$ cat src/rtl/qch_pkg.sv
package qch_pkg;

  typedef enum logic [1:0] {
    QS_RUN   = 2'd0,
    QS_DRAIN = 2'd1,
    QS_STOP  = 2'd2,
    QS_DENY  = 2'd3
  } qstate_t;

  typedef enum logic [1:0] {
    QD_HOLD   = 2'd0,
    QD_TAKE   = 2'd1,
    QD_REFUSE = 2'd2
  } qdecide_t;

  // Outcome of one draining cycle; stay-on refusal outranks an idle accept.
  function automatic qdecide_t drain_decide(input logic legacy, input logic keep_on,
                                            input logic idle, input logic expired);
    if (!legacy && keep_on) return QD_REFUSE;
    if (idle)               return QD_TAKE;
    if (!legacy && expired) return QD_REFUSE;
    return QD_HOLD;
  endfunction

  // Odd parity companion bit.
  function automatic logic odd_chk(input logic v);
    return ~(^v);
  endfunction

endpackage

$ cat src/rtl/qch_txn_tracker.sv
module qch_txn_tracker #(
  parameter int CNT_W = 4
) (
  input  logic clk,
  input  logic rst_n,
  input  logic start,
  input  logic done,
  input  logic block,
  output logic grant,
  output logic idle,
  output logic busy
);
  localparam logic [CNT_W-1:0] CNT_MAX = '1;

  logic [CNT_W-1:0] cnt;
  logic             full;
  logic             retire;

  assign full   = (cnt == CNT_MAX);
  assign grant  = start & ~block & ~full;
  assign retire = done & (cnt != '0);
  assign idle   = (cnt == '0);
  assign busy   = ~idle | start;

  always_ff @(posedge clk or negedge rst_n) begin
    if (!rst_n)               cnt <= '0;
    else if (grant & ~retire) cnt <= cnt + CNT_W'(1);
    else if (~grant & retire) cnt <= cnt - CNT_W'(1);
  end

  AST_CNT_NO_GROW: assert property (@(posedge clk) disable iff (!rst_n)
    block |=> (cnt <= $past(cnt)));
  AST_BUSY_WHEN_HELD: assert property (@(posedge clk) disable iff (!rst_n)
    (grant && !retire) |=> busy);

endmodule

$ cat src/rtl/qch_drain_timer.sv
module qch_drain_timer #(
  parameter int TIMEOUT = 8
) (
  input  logic clk,
  input  logic rst_n,
  input  logic run,
  output logic expired
);
  localparam int TMR_W = (TIMEOUT < 2) ? 1 : $clog2(TIMEOUT);
  localparam logic [TMR_W-1:0] LAST = TMR_W'(TIMEOUT - 1);

  logic [TMR_W-1:0] tmr;

  assign expired = (tmr == LAST);

  always_ff @(posedge clk or negedge rst_n) begin
    if (!rst_n)        tmr <= '0;
    else if (!run)     tmr <= '0;
    else if (!expired) tmr <= tmr + TMR_W'(1);
  end

endmodule

$ cat src/rtl/qch_hs_fsm.sv
module qch_hs_fsm
  import qch_pkg::*;
(
  input  logic clk,
  input  logic rst_n,
  input  logic req_n,
  input  logic legacy,
  input  logic keep_on,
  input  logic idle,
  input  logic expired,
  output logic accept_n,
  output logic deny,
  output logic draining,
  output logic quiescing
);
  qstate_t  st;
  qdecide_t dec;

  assign dec       = drain_decide(legacy, keep_on, idle, expired);
  assign draining  = (st == QS_DRAIN);
  assign quiescing = draining | (st == QS_STOP) | ((st == QS_RUN) & ~req_n);

  always_ff @(posedge clk or negedge rst_n) begin
    if (!rst_n) begin
      st       <= QS_RUN;
      accept_n <= 1'b1;
      deny     <= 1'b0;
    end else begin
      case (st)
        QS_RUN:   if (!req_n) st <= QS_DRAIN;
        QS_DRAIN: begin
          if (dec == QD_TAKE) begin
            st       <= QS_STOP;
            accept_n <= 1'b0;
          end else if (dec == QD_REFUSE) begin
            st   <= QS_DENY;
            deny <= 1'b1;
          end
        end
        QS_STOP: if (req_n) begin
          st       <= QS_RUN;
          accept_n <= 1'b1;
        end
        default: if (req_n) begin
          st   <= QS_RUN;
          deny <= 1'b0;
        end
      endcase
    end
  end

  AST_NO_ILLEGAL_PAIR: assert property (@(posedge clk) disable iff (!rst_n)
    !(!accept_n && deny));
  AST_ACC_FALL_RULE: assert property (@(posedge clk) disable iff (!rst_n)
    $fell(accept_n) |-> $past(!req_n && !deny));
  AST_ACC_RISE_RULE: assert property (@(posedge clk) disable iff (!rst_n)
    $rose(accept_n) |-> $past(req_n && !deny));
  AST_DENY_RISE_RULE: assert property (@(posedge clk) disable iff (!rst_n)
    $rose(deny) |-> $past(!req_n && accept_n));
  AST_DENY_FALL_RULE: assert property (@(posedge clk) disable iff (!rst_n)
    $fell(deny) |-> $past(req_n && accept_n));
  AST_ACC_ONLY_IDLE: assert property (@(posedge clk) disable iff (!rst_n)
    $fell(accept_n) |-> $past(idle));
  AST_DENY_HAS_CAUSE: assert property (@(posedge clk) disable iff (!rst_n)
    $rose(deny) |-> $past(keep_on || expired));
  AST_LEGACY_NO_DENY: assert property (@(posedge clk) disable iff (!rst_n)
    $rose(deny) |-> !$past(legacy));

endmodule

$ cat src/rtl/qch_parity.sv
module qch_parity
  import qch_pkg::*;
#(
  parameter int N = 3
) (
  input  logic [N-1:0] sig,
  output logic [N-1:0] chk
);
  for (genvar i = 0; i < N; i++) begin : g_bit
    assign chk[i] = odd_chk(sig[i]);
  end
endmodule

$ cat src/rtl/qch_responder.sv
module qch_responder #(
  parameter int CNT_W   = 4,
  parameter int TIMEOUT = 8
) (
  input  logic clk,
  input  logic rst_n,
  input  logic req_n_i,
  input  logic legacy_i,
  input  logic keep_on_i,
  input  logic txn_start_i,
  input  logic txn_done_i,
  output logic txn_grant_o,
  output logic accept_n_o,
  output logic deny_o,
  output logic active_o,
  output logic accept_chk_o,
  output logic deny_chk_o,
  output logic active_chk_o
);
  localparam int NCHK = 3;

  logic            ev_idle;
  logic            ev_expired;
  logic            ev_draining;
  logic            ev_quiescing;
  logic [NCHK-1:0] par_sig;
  logic [NCHK-1:0] par_chk;

  qch_txn_tracker #(.CNT_W(CNT_W)) u_trk (
    .clk   (clk),
    .rst_n (rst_n),
    .start (txn_start_i),
    .done  (txn_done_i),
    .block (ev_quiescing),
    .grant (txn_grant_o),
    .idle  (ev_idle),
    .busy  (active_o)
  );

  qch_drain_timer #(.TIMEOUT(TIMEOUT)) u_tmr (
    .clk     (clk),
    .rst_n   (rst_n),
    .run     (ev_draining),
    .expired (ev_expired)
  );

  qch_hs_fsm u_fsm (
    .clk       (clk),
    .rst_n     (rst_n),
    .req_n     (req_n_i),
    .legacy    (legacy_i),
    .keep_on   (keep_on_i),
    .idle      (ev_idle),
    .expired   (ev_expired),
    .accept_n  (accept_n_o),
    .deny      (deny_o),
    .draining  (ev_draining),
    .quiescing (ev_quiescing)
  );

  assign par_sig = {active_o, deny_o, accept_n_o};

  qch_parity #(.N(NCHK)) u_par (
    .sig (par_sig),
    .chk (par_chk)
  );

  assign accept_chk_o = par_chk[0];
  assign deny_chk_o   = par_chk[1];
  assign active_chk_o = par_chk[2];

  AST_STOPPED_NO_GRANT: assert property (@(posedge clk) disable iff (!rst_n)
    !accept_n_o |-> !txn_grant_o);

endmodule

$ cat config.mk
export PLATFORM = sky130hd
export DESIGN_NAME = qch_responder
export DESIGN_NICKNAME = d
export VERILOG_FILES = /design/src/rtl/qch_pkg.sv /design/src/rtl/qch_txn_tracker.sv /design/src/rtl/qch_drain_timer.sv /design/src/rtl/qch_hs_fsm.sv /design/src/rtl/qch_parity.sv /design/src/rtl/qch_responder.sv
export SDC_FILE = /design/constraint.sdc
export NUM_CORES = 1
export LEC_CHECK = 0
export BUFFER_PORTS_ARGS = -buffer_cell sky130_fd_sc_hd__buf_2
export CORE_MARGIN = 3
export CORE_UTILIZATION = 57
export DETAILED_ROUTE_END_ITERATION = 8
export PLACE_DENSITY_LB_ADDON = 0.08
export SETUP_SLACK_MARGIN = 0.05
export SLEW_MARGIN = 20
export SYNTH_ARGS = -nofsm -noshare
export SYNTH_HDL_FRONTEND = slang
export SYNTH_SLANG_ARGS = --single-unit
$ cat constraint.sdc
create_clock -name clk -period 4.1 [get_ports clk]
set_input_delay 0.205 -clock clk [delete_from_list [all_inputs] [get_ports clk]]
set_output_delay 0.205 -clock clk [all_outputs]
set_load 0.05 [all_outputs]
; ---- Yosys cells after proc, flatten, opt, wreduce, memory -nomap -nowiden
; Cells that the tools add are included.
[word_totals]
output_inout_bits = 7
elab_cells = 82
romBits = 0
latch_bits = 0
ff_bits = 11
n_memories = 0
inputBits = 7
ram_bits = 0
[op_classes]
n_mux = 28
n_bitwise = 19
div = 0
order_cmp = 0
n_reduce_logical = 14
add_sub_neg = 3
shift = 0
n_eq_ne = 13
multipliers = 0
[ops]
columns = cell, n
row1 = $mux W2, 10
row2 = $ne A2 B2 Y1 const B, 6
row3 = $mux W1, 11
row4 = $not A1 Y1, 10
row5 = $mux W4, 2
row6 = $and A1 B1 Y1, 6
row7 = $mux W3, 2
row8 = $reduce_and A3 Y1, 2
row9 = $reduce_bool A2 Y1, 3
row10 = $add A4 B1 Y4 const B, 1
row11 = $eq A2 B1 Y1 const B, 2
row12 = $eq A2 B2 Y1 const B, 2
row13 = $eq A4 B4 Y1 const B, 1
row14 = $logic_not A4 Y1, 1
row15 = $pmux W1 S2, 2
row16 = $pmux W2 S2, 1
row17 = $reduce_and A4 Y1, 1
row18 = $reduce_bool A4 Y1, 1
row19 = $sub A4 B1 Y4 const B, 1
row20 = $add A3 B1 Y3 const B, 1
row21 = $eq A3 B3 Y1 const B, 1
row22 = $ne A3 B3 Y1 const B, 1
row23 = $or A1 B1 Y1, 3
row24 = $reduce_bool A3 Y1, 1
row25 = 4 further kinds, 5

; ---- Logic depth before layout (Yosys ltp)
; Gate-level depths: netlist (run 1).
[logic_depth]
ltp_word = 13
mapped_depth = 10

; ---- By module
; Synthesis (run 1) repeated with hierarchy kept, for this count alone.
[hier_totals]
cells_unflattened = 82
hier_area_um2 = 814.5
[modules_own_cells]
columns = module, seq_area_each_um2, instances, area_per_inst_um2, cells_per_inst
row1 = qch_txn_tracker, 100.1, 1, 337.8, 33
row2 = qch_hs_fsm, 101.3, 1, 317.8, 35
row3 = qch_drain_timer, 75.1, 1, 147.6, 11
row4 = qch_parity, 0.0, 1, 11.3, 3

; ---- Worst setup path after synthesis (run 1)
; Ideal clock, no wire load.
[synth_timing]
path_type = reg-to-reg
startpoint = reg u_fsm.st[0]
endpoint = reg u_trk.cnt[3]
period_less_slack_ns = 2.867
path_buffers = 0
stages_incl_launch_ff = 11
path_slack_ns = 1.233
t_arrival_ns = 2.736
path_cell_list = dfrtp_1 > inv_1 > ha_1 > nand2b_1 > and4b_1 > ha_1 > inv_1 > ha_1 > or4_1 > o211ai_1 > o211ai_1
[synth_via]
elab_chain_cells = 9
[synth_lines]
columns = element, line_no
row1 = "start, declared", qch_hs_fsm.sv:16  ; qstate_t st;
row2 = "start signal, assigned", qch_hs_fsm.sv:25  ; st <= QS_RUN;
row3 = "start signal, assigned", qch_hs_fsm.sv:30  ; QS_RUN: if (!req_n) st <= QS_DRAIN;
row4 = "start signal, assigned", qch_hs_fsm.sv:33  ; st <= QS_STOP;
row5 = "$eq A2 B1 Y1, or another cell as far along", qch_hs_fsm.sv:20  ; assign draining = (st == QS_DRAIN);
row6 = $or A1 B1 Y1 or $and A1 B1 Y1 (tied branches), qch_hs_fsm.sv:21  ; assign quiescing = draining | (st == QS_STOP) | ((st == QS_RUN) & ~req_n);
row7 = $or A1 B1 Y1 (*), qch_hs_fsm.sv:21
row8 = $not A1 Y1 (*), qch_txn_tracker.sv:20  ; assign grant = start & ~block & ~full;
row9 = $and A1 B1 Y1 (*) (2 in series), qch_txn_tracker.sv:20
row10 = net txn_grant_o, qch_responder.sv:12  ; output logic txn_grant_o,
row11 = $not A1 Y1, qch_txn_tracker.sv:28  ; else if (~grant & retire) cnt <= cnt - CNT_W'(1);
row12 = $and A1 B1 Y1, qch_txn_tracker.sv:28
row13 = $reduce_bool A2 Y1 (no line), n/a
row14 = "end signal, assigned", qch_txn_tracker.sv:27  ; else if (grant & ~retire) cnt <= cnt + CNT_W'(1);
row15 = "end signal, assigned", qch_txn_tracker.sv:28
row16 = "end, declared", qch_txn_tracker.sv:15  ; logic [CNT_W-1:0] cnt;
; Mark *: on every way through the listed nets, which the timed path passes. The rest lies on a longest branch.
; A chain may end at the register's enable or synchronous reset.

; ---- Worst setup path in the final report (run 1)
[layout_timing]
startpoint = reg u_trk.cnt[0]
endpoint = reg u_trk.cnt[3]
[layout_via]
elab_chain_cells = 6
[layout_lines]
columns = element
row1 = branches (longest 6 deep; another with $sub A4 B1 Y4)
; Parallel ways; which one is timed is not known. The select of a mux whose other input is x is not followed.

==> key figures, run 1 <==
Outcome
  – Status: finished clean

Logic synthesis
  – Mean post-synth cell area: around 9.9 um^2
  – Synthesis Warnings: 0
  – Syn Std Cell Area: 806 um^2
  – Syn nets: just under 100
  – Post-synth EDFFs: 0
  – Synth cell types: 40
  – Post-synth top flop: dfrtp_1
  – Synth async-reset ratio: 100%
  – Cells after synthesis: 81
  – Flops & latches, synth: 11
  – Post-synthesis sequential area ratio: about a third

Route
  – WL met3: 83 um
  – Antenna Violating Nets Remaining: 0
  – Via count: 650
  – # DRC: 0
  – Met2 WL: 632 um
  – Avg WL per Cell: around 14 um
  – WL final: about 1500 um
  – Top Layer Used: met4
  – DRT iter0 DRCs: 14
  – Wl on met1: about 820 um
  – DR vias/cell: around 5.9
  – Drt pass-1 iters: 4

Die
  – Initial Util: roughly two thirds
  – Die width: around 44 um
  – Die area: 0.00190 mm^2
  – Core area: between 0.001 and 0.0015 mm^2
  – DIE HEIGHT: approximately 44 um
  – Cell Rows: 12
  – I/O pins: 14

Setup path
  – Setup CP Type: reg2reg
  – R2r worst-path depth: 8
  – Critical Path RT: about 4.3 ns
  – Worst Path Max Fanout: 7
  – WP data arrival: around 2.9 ns
  – Crit. End Element: register
  – Startpoint Class: register

Place
  – Routability cong.: 0.822
  – Port bufs: 13
  – Detailed placement HPWL: between 1000 and 1500 um
  – Dpl cells: 106

Timing
  – Crit share post-route: between 60% and 70%
  – Setup TNS: 0 ns
  – RSZ-0062 raised after global routing: false
  – Slew headroom: between 50% and 60%
  – Pins Over Slew Limit: 0
  – Setup-failing EPs final: 0
  – Highest clock rate: around 370 MHz
  – Slew @ Worst Pin: about 0.6 ns
  – Worst Clk Skew: around 0.0029 ns
  – Min Clock Period, post-route: approximately 2.7 ns
  – Final Hold Viols: 0

Job
  – Max-Cap Viols: 0

Pwr
  – Sw Pwr: 0.000376 W
  – Logic pwr share: around three fifths
  – Tot Pwr: ~0.00077 W
  – Pwr dens: between 800 and 900 mW/mm^2
  – Switching share of power: between 40% and 50%
  – Leakage power total: roughly 0.41 nW
  – Max VDD drop: ~0.00058 V
  – Clk network pwr share: under 10%
  – Sequential power share: 28.6%
  – Internal power: between 0.0003 and 0.0004 W

Clock network
  – CTS Root Cell: clkbuf_4
  – H-Tree Depth: 1
  – CTS max path bufs: 2
  – CTS tree: yes
  – CTS-repair resized insts: 0
  – Cts bufs inserted: 3
  – Clock Latency Late Sink: around 0.27 ns
  – Clock transition at path regs: 0.07 ns
  – # clock sinks: 11

Final layout
  – Layout area overhead: 13.4%
  – Final cell count without fillers: around 110
  – Share of cells above drive strength 1: between 20% and 30%
  – Commonest non-fill, non-tap cell in the layout: buf_2
  – Nets: approximately 110
  – Sequential cell area: ~280 um^2
  – Fill count: just under 100
  – # diodes: 0
  – Most frequent cells in the layout: 13 x buf_2, 10 x dfrtp_1, 8 x ha_1, 6 x inv_1
  – Multi-input gate area: between 400 and 500 um^2

Worst hold path
  – Hold depth: 3
  – Hold crit path type: in2reg

GRT
  – Number of global-route vias before repair: 600
  – First-pass GRT wire length: between 2000 and 3000 um
  – Largest net degree at the start of global routing: 12
  – Initial antenna violation count: 0
  – Total global routing overflow: 0
  – GRT Total Usage: between 10% and 20%
[cell type report]
type	instances	area share, %
Timing Repair Buffer	14	8.22
Inverter	6	2.47
Tap cell	14	1.92
Multi-Input combinational cell	62	54.2
Clock buffer	4	2.88
Sequential cell	11	30.3
[power by group through the flow]
stage          Sequential, W   Clock, W  Combinational (W)
2_1_floorplan       0.000233          0           0.000371
3_3_place_gp        0.000220          0           0.000469
3_5_place_dp        0.000222          0           0.000473
4_1_cts             0.000220  0.0000774           0.000478
5_1_grt             0.000229  0.0000823           0.000534
6_report            0.000221  0.0000736           0.000479
[flip-flops by register name (all words and copies together), names as in the netlist]
name and flops:
u_trk.cnt 4, u_tmr.tmr 3, u_fsm.st 2, u_fsm.accept_n 1, u_fsm.deny 1
[worst max-delay path: stages, from the launching register on]
cell	delay (ns)
dfrtp_1	0.47
or4_4	0.58
nand2_1	0.09
ha_1	0.24
inv_1	0.13
ha_1	0.37
or4_1	0.52
o211ai_1	0.10
o211ai_1	0.09
[stage by stage]
stage / hold WS, ns / utilization [%] / setup WS [ns] / instance area, um^2
CTS: 0.236 / 75.1 / 1.39 / 913
floorplan: -0.0906 / - / 1.23 / 806
detailed placement: 0.0906 / 72.1 / 1.40 / 877
global route: 0.254 / 75.1 / 1.12 / 913
global placement: 0.0869 / 72.1 / 1.40 / 877
finish: 0.253 / 75.1 / 1.37 / 913
[metal layers]
metal,vias up,track usage (%)
met1,298,27.2
li1,330,-
met5,-,0
met2,20,27.3
met3,2,6.22
met4,0,3.61
[synth_stat cells (2+ instances only)]
master,n,share of area [%]
dfrtp_1,10,31
ha_1,8,12
inv_1,6,2.8
a21oi_1,5,3.1
nand2_1,5,2.3
mux2i_1,3,3.7
nand2b_1,3,2.3
nand3_1,3,1.9
xnor2_1,3,3.3
nand3b_1,2,1.9
nor2b_1,2,1.6
o211ai_1,2,1.9
o21ai_0,2,1.2
[cell families (layout without fill, tap and decap cells)]
kind of cell,count (synthesis),count (layout),share of synthesized area (%)
simple gates,28,28,21.4
compound gates,18,18,16.8
flops,11,11,34.3
fa+ha+maj,9,9,14.9
buf+inv,8,24,4.19
mux,4,4,5.12
xor+xnor,3,3,3.26
[worst paths after layout]
path                                startpoint  slack, ns              to
worst min-delay path                   req_n_i       0.25  u_fsm.accept_n
min in group asynchronous                rst_n       0.33    u_trk.cnt[2]
worst min register to register  u_fsm.accept_n       0.54  u_fsm.accept_n
worst max-delay path              u_trk.cnt[0]       1.37    u_trk.cnt[3]
worst max register to register    u_trk.cnt[0]       1.37    u_trk.cnt[3]
max in group asynchronous                rst_n       3.50  u_fsm.accept_n
[timing repair]
action,4_1_cts,5_1_grt
buffers inserted,0,0
hold buffers,1,0
hold endpoints to repair,10,0
Note: power is estimated with default switching activity, not from simulation.
==> run 2, diff against run 1 <==
Settings changed: ABC_AREA set to 1, CORE_UTILIZATION 57 to 53.
Clock period 4.1 ns to 2.65 ns, I/O delays scaled along.
==> key figures, run 2 <==
Pwr
  – Max VDD drop: 0.000675 V (+17%)
  – Pwr dens: 1340 mW/mm^2 (+59%)
  – Leakage power total: 0.493 nW (+20%)

Logic synthesis
  – Synth area leaders: dfrtp_1 33%, nand2_1 16%, ha_1 13%, nand3_1 7.2%, inv_1 6.4%
  – Post-synthesis sequential area ratio: 36.4% (+2.1 points)
  – Top-area cell type share of the netlist area: 32.9% (+1.9 points)
  – Top post-synthesis cells by count: 32 x nand2_1, 13 x inv_1, 11 x nand3_1, 10 x dfrtp_1, 8 x ha_1
  – Synthesis Warnings: 0 (unchanged)
  – Syn nets: 114 (+18%)
  – Synth cell types: 22 (-45%)
  – Most common cell in the netlist: nand2_1
  – Post-synth top flop: dfrtp_1
  – Cells after synthesis: 98 (+21%)
  – Area leader, netlist: dfrtp_1
  – Mean post-synth cell area: 7.75 um^2 (-22%)
  – Post-synth EDFFs: 0 (unchanged)
  – Synth async-reset ratio: 100% (unchanged)
  – Syn Std Cell Area: 759 um^2 (-5.7%)
  – Flops & latches, synth: 11 (unchanged)

Worst hold path
  – Hold crit path type: in2reg
  – Hold depth: 3 (unchanged)

Route
  – DRT iter0 DRCs: 7 (-7)
  – Antenna Violating Nets Remaining: 0 (unchanged)
  – Avg WL per Cell: 11.1 um (-20%)
  – Top Layer Used: met4
  – Drt pass-1 iters: 4 (unchanged)
  – # DRC: 0 (unchanged)
  – Wl on met1: 659 um (-19%)
  – DR vias/cell: 5.02 (-14%)
  – WL final: 1440 um (-6.8%)
  – WL met3: 42 um (-49%)
  – Met2 WL: 704 um (+11%)
  – Via count: 652 (+0.31%)

Final layout
  – Final cell count without fillers: 130 (+17%)
  – Layout area overhead: 17.3%
  – Commonest non-fill, non-tap cell in the layout: nand2_1
  – Largest Register: u_trk.cnt
  – # diodes: 0 (unchanged)
  – Multi-input gate area: 442 um^2 (-11%)
  – Share of cells above drive strength 1: 20.9% (-0.78 points)
  – Most frequent cells in the layout: 32 x nand2_1, 13 x inv_1, 13 x buf_2, 11 x nand3_1, 10 x dfrtp_1
  – Regs by FF count: u_trk.cnt: 4 flops, u_tmr.tmr: 3 flops, u_fsm.st: 2 flops
  – Nets: 132 (+16%)
  – Fill count: 113 (+14%)
  – Sequential cell area: 277 um^2 (unchanged)
  – Max reg flops: 4 (unchanged)

Clock network
  – CTS tree: yes
  – Clock transition at path regs: 0.07 ns (about the same)
  – Cts bufs inserted: 3 (unchanged)
  – CTS max path bufs: 2 (unchanged)
  – CTS-repair resized insts: 0 (unchanged)
  – Number of hold buffers added after cts: 1 (unchanged)
  – Clock Latency Late Sink: 0.27 ns (about the same)
  – CTS Root Cell: clkbuf_4
  – Setup repair bufs after CTS: 0 (unchanged)
  – # clock sinks: 11 (unchanged)
  – H-Tree Depth: 1 (unchanged)

Setup path
  – Setup CP Type: reg2reg
  – WP data arrival: 2.57 ns (-0.31 ns)
  – Critical Path RT: 2.86 ns (-1.39 ns)
  – Largest delay contributor family on the critical path: simple AND/OR/NAND/NOR gates
  – Crit. path cell count: 15 (+7)
  – Crit. End Element: register
  – CP Buf/Inv Count: 3 (+2)
  – Startpoint Class: register
  – R2r worst-path depth: 15 (+7)
  – Worst Path Max Fanout: 4 (-3)
  – Most used cell, CP: nand2_1
  – R2R setup slack: 0.29 ns (-1.07 ns)
  – Critical-path top delay cell: dfrtp_1
  – Crit path cell chain: inv_1 -> ha_1 -> inv_2 -> or2_4 -> nand2_1 -> a41oi_4 -> ha_1 -> inv_1 -> ha_1 -> or2_1 -> nand2_1 -> nand3_1 -> nand2_1 -> nand2_1 -> nand2_1
  – Slowest stage delay, CP: 0.40 ns (-0.18 ns)

Die
  – DIE HEIGHT: 43.9 um (+0.58%)
  – Core area: 0.00132 mm^2 (+8.3%)
  – Die area: 0.00192 mm^2 (+1.2%)
  – Initial Util: 57.6% (-8.6 points)
  – Cell Rows: 13 (+1)
  – Die width: 43.9 um (+0.58%)
  – I/O pins: 14 (unchanged)

Timing
  – Setup-failing EPs final: 0 (unchanged)
  – Slew headroom: 74.4% (+15 points)
  – Final hold slack: 0.107 ns (-0.145 ns)
  – Min Clock Period, post-route: 2.36 ns (-0.377 ns)
  – Highest clock rate: 425 MHz (+16%)
  – Crit share post-route: 88.9% (+22 points)
  – Setup TNS: 0 ns (unchanged)
  – Pins Over Slew Limit: 0 (unchanged)
  – Worst Clk Skew: 0.00238 ns (-0.000563 ns)
  – Slew @ Worst Pin: 0.384 ns (-0.221 ns)
  – Final Hold Viols: 0 (unchanged)
  – RSZ-0062 raised after global routing: false

Job
  – Max-Cap Viols: 0 (unchanged)

Outcome
  – Status: finished clean

Place
  – Routability cong.: 0.847 (+3.0%)
  – Dpl cells: 125 (+18%)
  – Detailed placement HPWL: 1150 um (-3.1%)
  – Port bufs: 13 (unchanged)

GRT
  – Number of global-route vias before repair: 647 (+7.8%)
  – Largest net degree at the start of global routing: 12 (unchanged)
  – Total global routing overflow: 0 (unchanged)
  – Initial antenna violation count: 0 (unchanged)
  – First-pass GRT wire length: 2650 um (-0.79%)
  – GRT Total Usage: 19.1% (+0.28 points)
==> run 2: changes by cell type in the layout (fill, tap and decap cells not counted), sizes merged, moves of 3 or more <==
cell,change
nand2,+28
inv,+8
mux2i,-3
a21oi,-5
nor2,+7
nand3,+8
nand2b,-3
==> run 2: worst paths after layout <==
| check | startpoint | to |
|---|---|---|
| hold reg to reg | u_fsm.accept_n | u_fsm.accept_n |
| max in group asynchronous | rst_n | u_fsm.accept_n |
| setup / recovery | u_fsm.st[1] | u_trk.cnt[3] |
| hold / removal | req_n_i | u_fsm.accept_n |
| setup reg to reg | u_fsm.st[1] | u_trk.cnt[3] |
| min in group asynchronous | rst_n | u_fsm.deny |
==> run 2: routing by layer <==
| layer | track usage [%] | vias to the layer above |
|---|---|---|
| li1 | - | 341 |
| met1 | 22.5 | 296 |
| met4 | 10.8 | 0 |
| met2 | 32.8 | 11 |
| met3 | 2.49 | 4 |
| met5 | 0 | - |
==> run 2: area by class of cell <==
type,count,area share [%]
timing repair buffer,14,8.43
sequential,11,31.0
clock buffer,4,2.95
multi-input combinational,72,49.6
inverter,14,5.90
tap,15,2.11
==> run 2: cells by family (layout without fill, tap and decap cells) <==
group | after synthesis | count (layout) | share of synthesized area (%)
flops | 11 | 11 | 36.4
simple gates | 55 | 55 | 31.8
fa+ha+maj | 9 | 9 | 15.8
xor+xnor | 3 | 3 | 3.46
compound gates | 5 | 5 | 4.61
buf+inv | 15 | 32 | 7.91
==> run 2: where the power goes <==
part | leakage [nW] | switching (W) | internal (W)
Sequential | 0.138 | 0.0000866 | 0.000250
Combinational | 0.340 | 0.000479 | 0.000266
Clock | 0.0150 | 0.0000566 | 0.0000583
==> run 2: tightest hold or removal path: cells and delay by family <==
kind	cells	cell delay (ns)
and+or+nand+nor	2	0.13
buffers and inverters	1	0.12
==> run 2: through the flow <==
step / instance area (um^2) / setup WS [ns] / power [W] / utilization [%]
finish: 891 / 0.295 / 0.00120 / 67.6
global route: 891 / 0.0947 / 0.00133 / 67.6
CTS: 891 / 0.279 / 0.00121 / 67.6
detailed placement: 855 / 0.295 / 0.00109 / 64.9
global placement: 855 / 0.399 / 0.00107 / 64.9
floorplan: 778 / 0.194 / 0.000948 / -
==> run 3, diff against run 2 <==
Settings changed: BUFFER_PORTS_ARGS -buffer_cell sky130_fd_sc_hd__buf_2 to -buffer_cell sky130_fd_sc_hd__clkbuf_2, TNS_END_PERCENT set to 1.
==> key figures, run 3 (synthesis gave the netlist of run 2 again) <==
Timing
  – Final Hold Viols: 0 (unchanged)
  – Crit share post-route: 88.3% (-0.53 points)
  – Pins Over Slew Limit: 0 (unchanged)
  – Worst Clk Skew: 0.00829 ns (+0.00591 ns)
  – Final Worst Setup Slack: 0.309 ns (+0.0140 ns)
  – Setup-failing EPs final: 0 (unchanged)
  – Setup TNS: 0 ns (unchanged)
  – Highest clock rate: 427 MHz (+0.60%)
  – Slew @ Worst Pin: 0.383 ns (-0.000505 ns)
  – Slew headroom: 74.5% (about the same)
  – RSZ-0062 raised after global routing: false
  – Min Clock Period, post-route: 2.34 ns (-0.0140 ns)
  – Final hold slack: 0.0933 ns (-0.0141 ns)

Clock network
  – Number of hold buffers added after cts: 1 (unchanged)
  – CTS tree: yes
  – CTS-repair resized insts: 0 (unchanged)
  – CTS max path bufs: 2 (unchanged)
  – Cts bufs inserted: 3 (unchanged)
  – # clock sinks: 11 (unchanged)
  – Setup repair bufs after CTS: 0 (unchanged)
  – Clock transition at path regs: 0.08 ns (about the same)
  – H-Tree Depth: 1 (unchanged)
  – Clock Latency Late Sink: 0.27 ns (about the same)
  – CTS Root Cell: clkbuf_4

Route
  – DR vias/cell: 5.04 (+0.46%)
  – Avg WL per Cell: 11.0 um (-1.1%)
  – Antenna Violating Nets Remaining: 0 (unchanged)
  – WL final: 1430 um (-1.1%)
  – # DRC: 0 (unchanged)
  – Via count: 655 (+0.46%)
  – Drt pass-1 iters: 4 (unchanged)
  – DRT iter0 DRCs: 7 (unchanged)

Pwr
  – Logic pwr share: 62.1% (-0.2 points)
  – Max VDD drop: 0.000739 V (+9.5%)
  – Pwr dens: 1340 mW/mm^2 (-0.57%)
  – Switching share of power: 52.1% (+0.11 points)
  – Sw Pwr: 0.000621 W (-0.21%)
  – Clk network pwr share: 9.7% (about the same)
  – Leakage power total: 0.498 nW (+0.99%)
  – Internal power: 0.000570 W (-0.66%)
  – Sequential power share: 28.2% (about the same)

Die
  – Die area: 0.00192 mm^2 (unchanged)
  – DIE HEIGHT: 43.9 um (unchanged)
  – I/O pins: 14 (unchanged)
  – Die width: 43.9 um (unchanged)
  – Initial Util: 57.6% (unchanged)
  – Core area: 0.00132 mm^2 (unchanged)
  – Cell Rows: 13 (unchanged)

Setup path
  – Crit. End Element: register
  – WP data arrival: 2.55 ns (-0.02 ns)
  – Worst Path Max Fanout: 4 (unchanged)
  – Critical Path RT: 2.86 ns (about the same)
  – Startpoint Class: register
  – Setup CP Type: reg2reg

GRT
  – Number of global-route vias before repair: 589 (-9.0%)
  – GRT Total Usage: 16.9% (-2.2 points)
  – Total global routing overflow: 0 (unchanged)
  – First-pass GRT wire length: 2420 um (-8.8%)
  – Initial antenna violation count: 0 (unchanged)
  – Largest net degree at the start of global routing: 12 (unchanged)

Final layout
  – Nets: 132 (unchanged)
  – # diodes: 0 (unchanged)
  – Max reg flops: 4 (unchanged)
  – Most frequent cells in the layout: 32 x nand2_1, 13 x inv_1, 13 x clkbuf_2, 11 x nand3_1, 10 x dfrtp_1
  – Fill count: 109 (-3.5%)
  – Regs by FF count: u_trk.cnt: 4 flops, u_tmr.tmr: 3 flops, u_fsm.st: 2 flops
  – Largest Register: u_trk.cnt
  – Layout area overhead: 17.5%
  – Share of cells above drive strength 1: 21.7% (+0.87 points)
  – Commonest non-fill, non-tap cell in the layout: nand2_1

Place
  – Routability cong.: 0.798 (-5.8%)
  – Dpl ws: 0.300 ns (+0.00553 ns)
  – Port bufs: 13 (unchanged)
  – Detailed placement HPWL: 1140 um (-0.83%)

Outcome
  – Status: finished clean

Worst hold path
  – Hold crit path type: in2reg

Job
  – Max-Cap Viols: 0 (unchanged)
run 3: changes by cell type in the layout (fill, tap and decap cells not counted):
cell,before,now
clkbuf_2,0,13
clkinv_2,0,1
buf_2,13,0
clkbuf_1,1,0
run 3: worst paths after layout:
kind                            cells after the start         from        endpoint  slack [ns]
worst max register to register                     15  u_fsm.st[1]    u_trk.cnt[3]        0.31
min in group asynchronous                           2        rst_n    u_trk.cnt[3]        0.27
max in group asynchronous                           2        rst_n  u_fsm.accept_n        2.11
worst min-delay path                                3      req_n_i  u_fsm.accept_n        0.09
worst min register to register                      2  u_fsm.st[1]     u_fsm.st[1]        0.51
worst max-delay path                               15  u_fsm.st[1]    u_trk.cnt[3]        0.31
run 3: power by group through the flow:
stage	registers, W	clock network (W)	logic, W
3_5_place_dp	0.000340	0	0.000748
2_1_floorplan	0.000370	0	0.000578
5_1_grt	0.000348	0.000125	0.000839
6_report	0.000335	0.000115	0.000740
4_1_cts	0.000337	0.000118	0.000751
3_3_place_gp	0.000336	0	0.000727
run 3: metal layers:
| layer | share of wire [%] | vias to the layer above | global-route usage, % |
|---|---|---|---|
| li1 | - | 343 | - |
| met1 | 44 | 296 | 20.7 |
| met2 | 49 | 12 | 27.9 |
| met3 | 4.6 | 4 | 2.90 |
| met4 | 2.7 | 0 | 9.04 |
| met5 | 0 | - | 0 |
run 3: cell type report:
cell class	instances	area, um^2	share of cell area, %
multi-input cells	72	442	49.5
flip-flops and latches	11	277	31.0
repair buffers	14	75.1	8.42
inverters	14	52.6	5.89
clock buffers	3	22.5	2.52
well taps	15	18.8	2.10
clock inverters	1	5.00	0.561
run 3: worst max-delay path, stage by stage, from the launching register on:
cell and delay [ns]:
dfrtp_1 0.40, inv_1 0.09, ha_1 0.21, inv_2 0.06, or2_4 0.23, nand2_1 0.10
a41oi_4 0.04, ha_1 0.23, inv_1 0.13, ha_1 0.28, or2_1 0.25, nand2_1 0.07
nand3_1 0.06, nand2_1 0.05, nand2_1 0.04, nand2_1 0.05
run 3: per-stage QoR:
step	utilization (%)	power, W	area, um^2	cells
2_1_floorplan	-	0.000948	778	98
3_3_place_gp	64.9	0.00106	855	125
3_5_place_dp	64.9	0.00109	855	125
4_1_cts	67.7	0.00121	892	130
5_1_grt	67.7	0.00131	892	130
6_report	67.7	0.00119	892	130
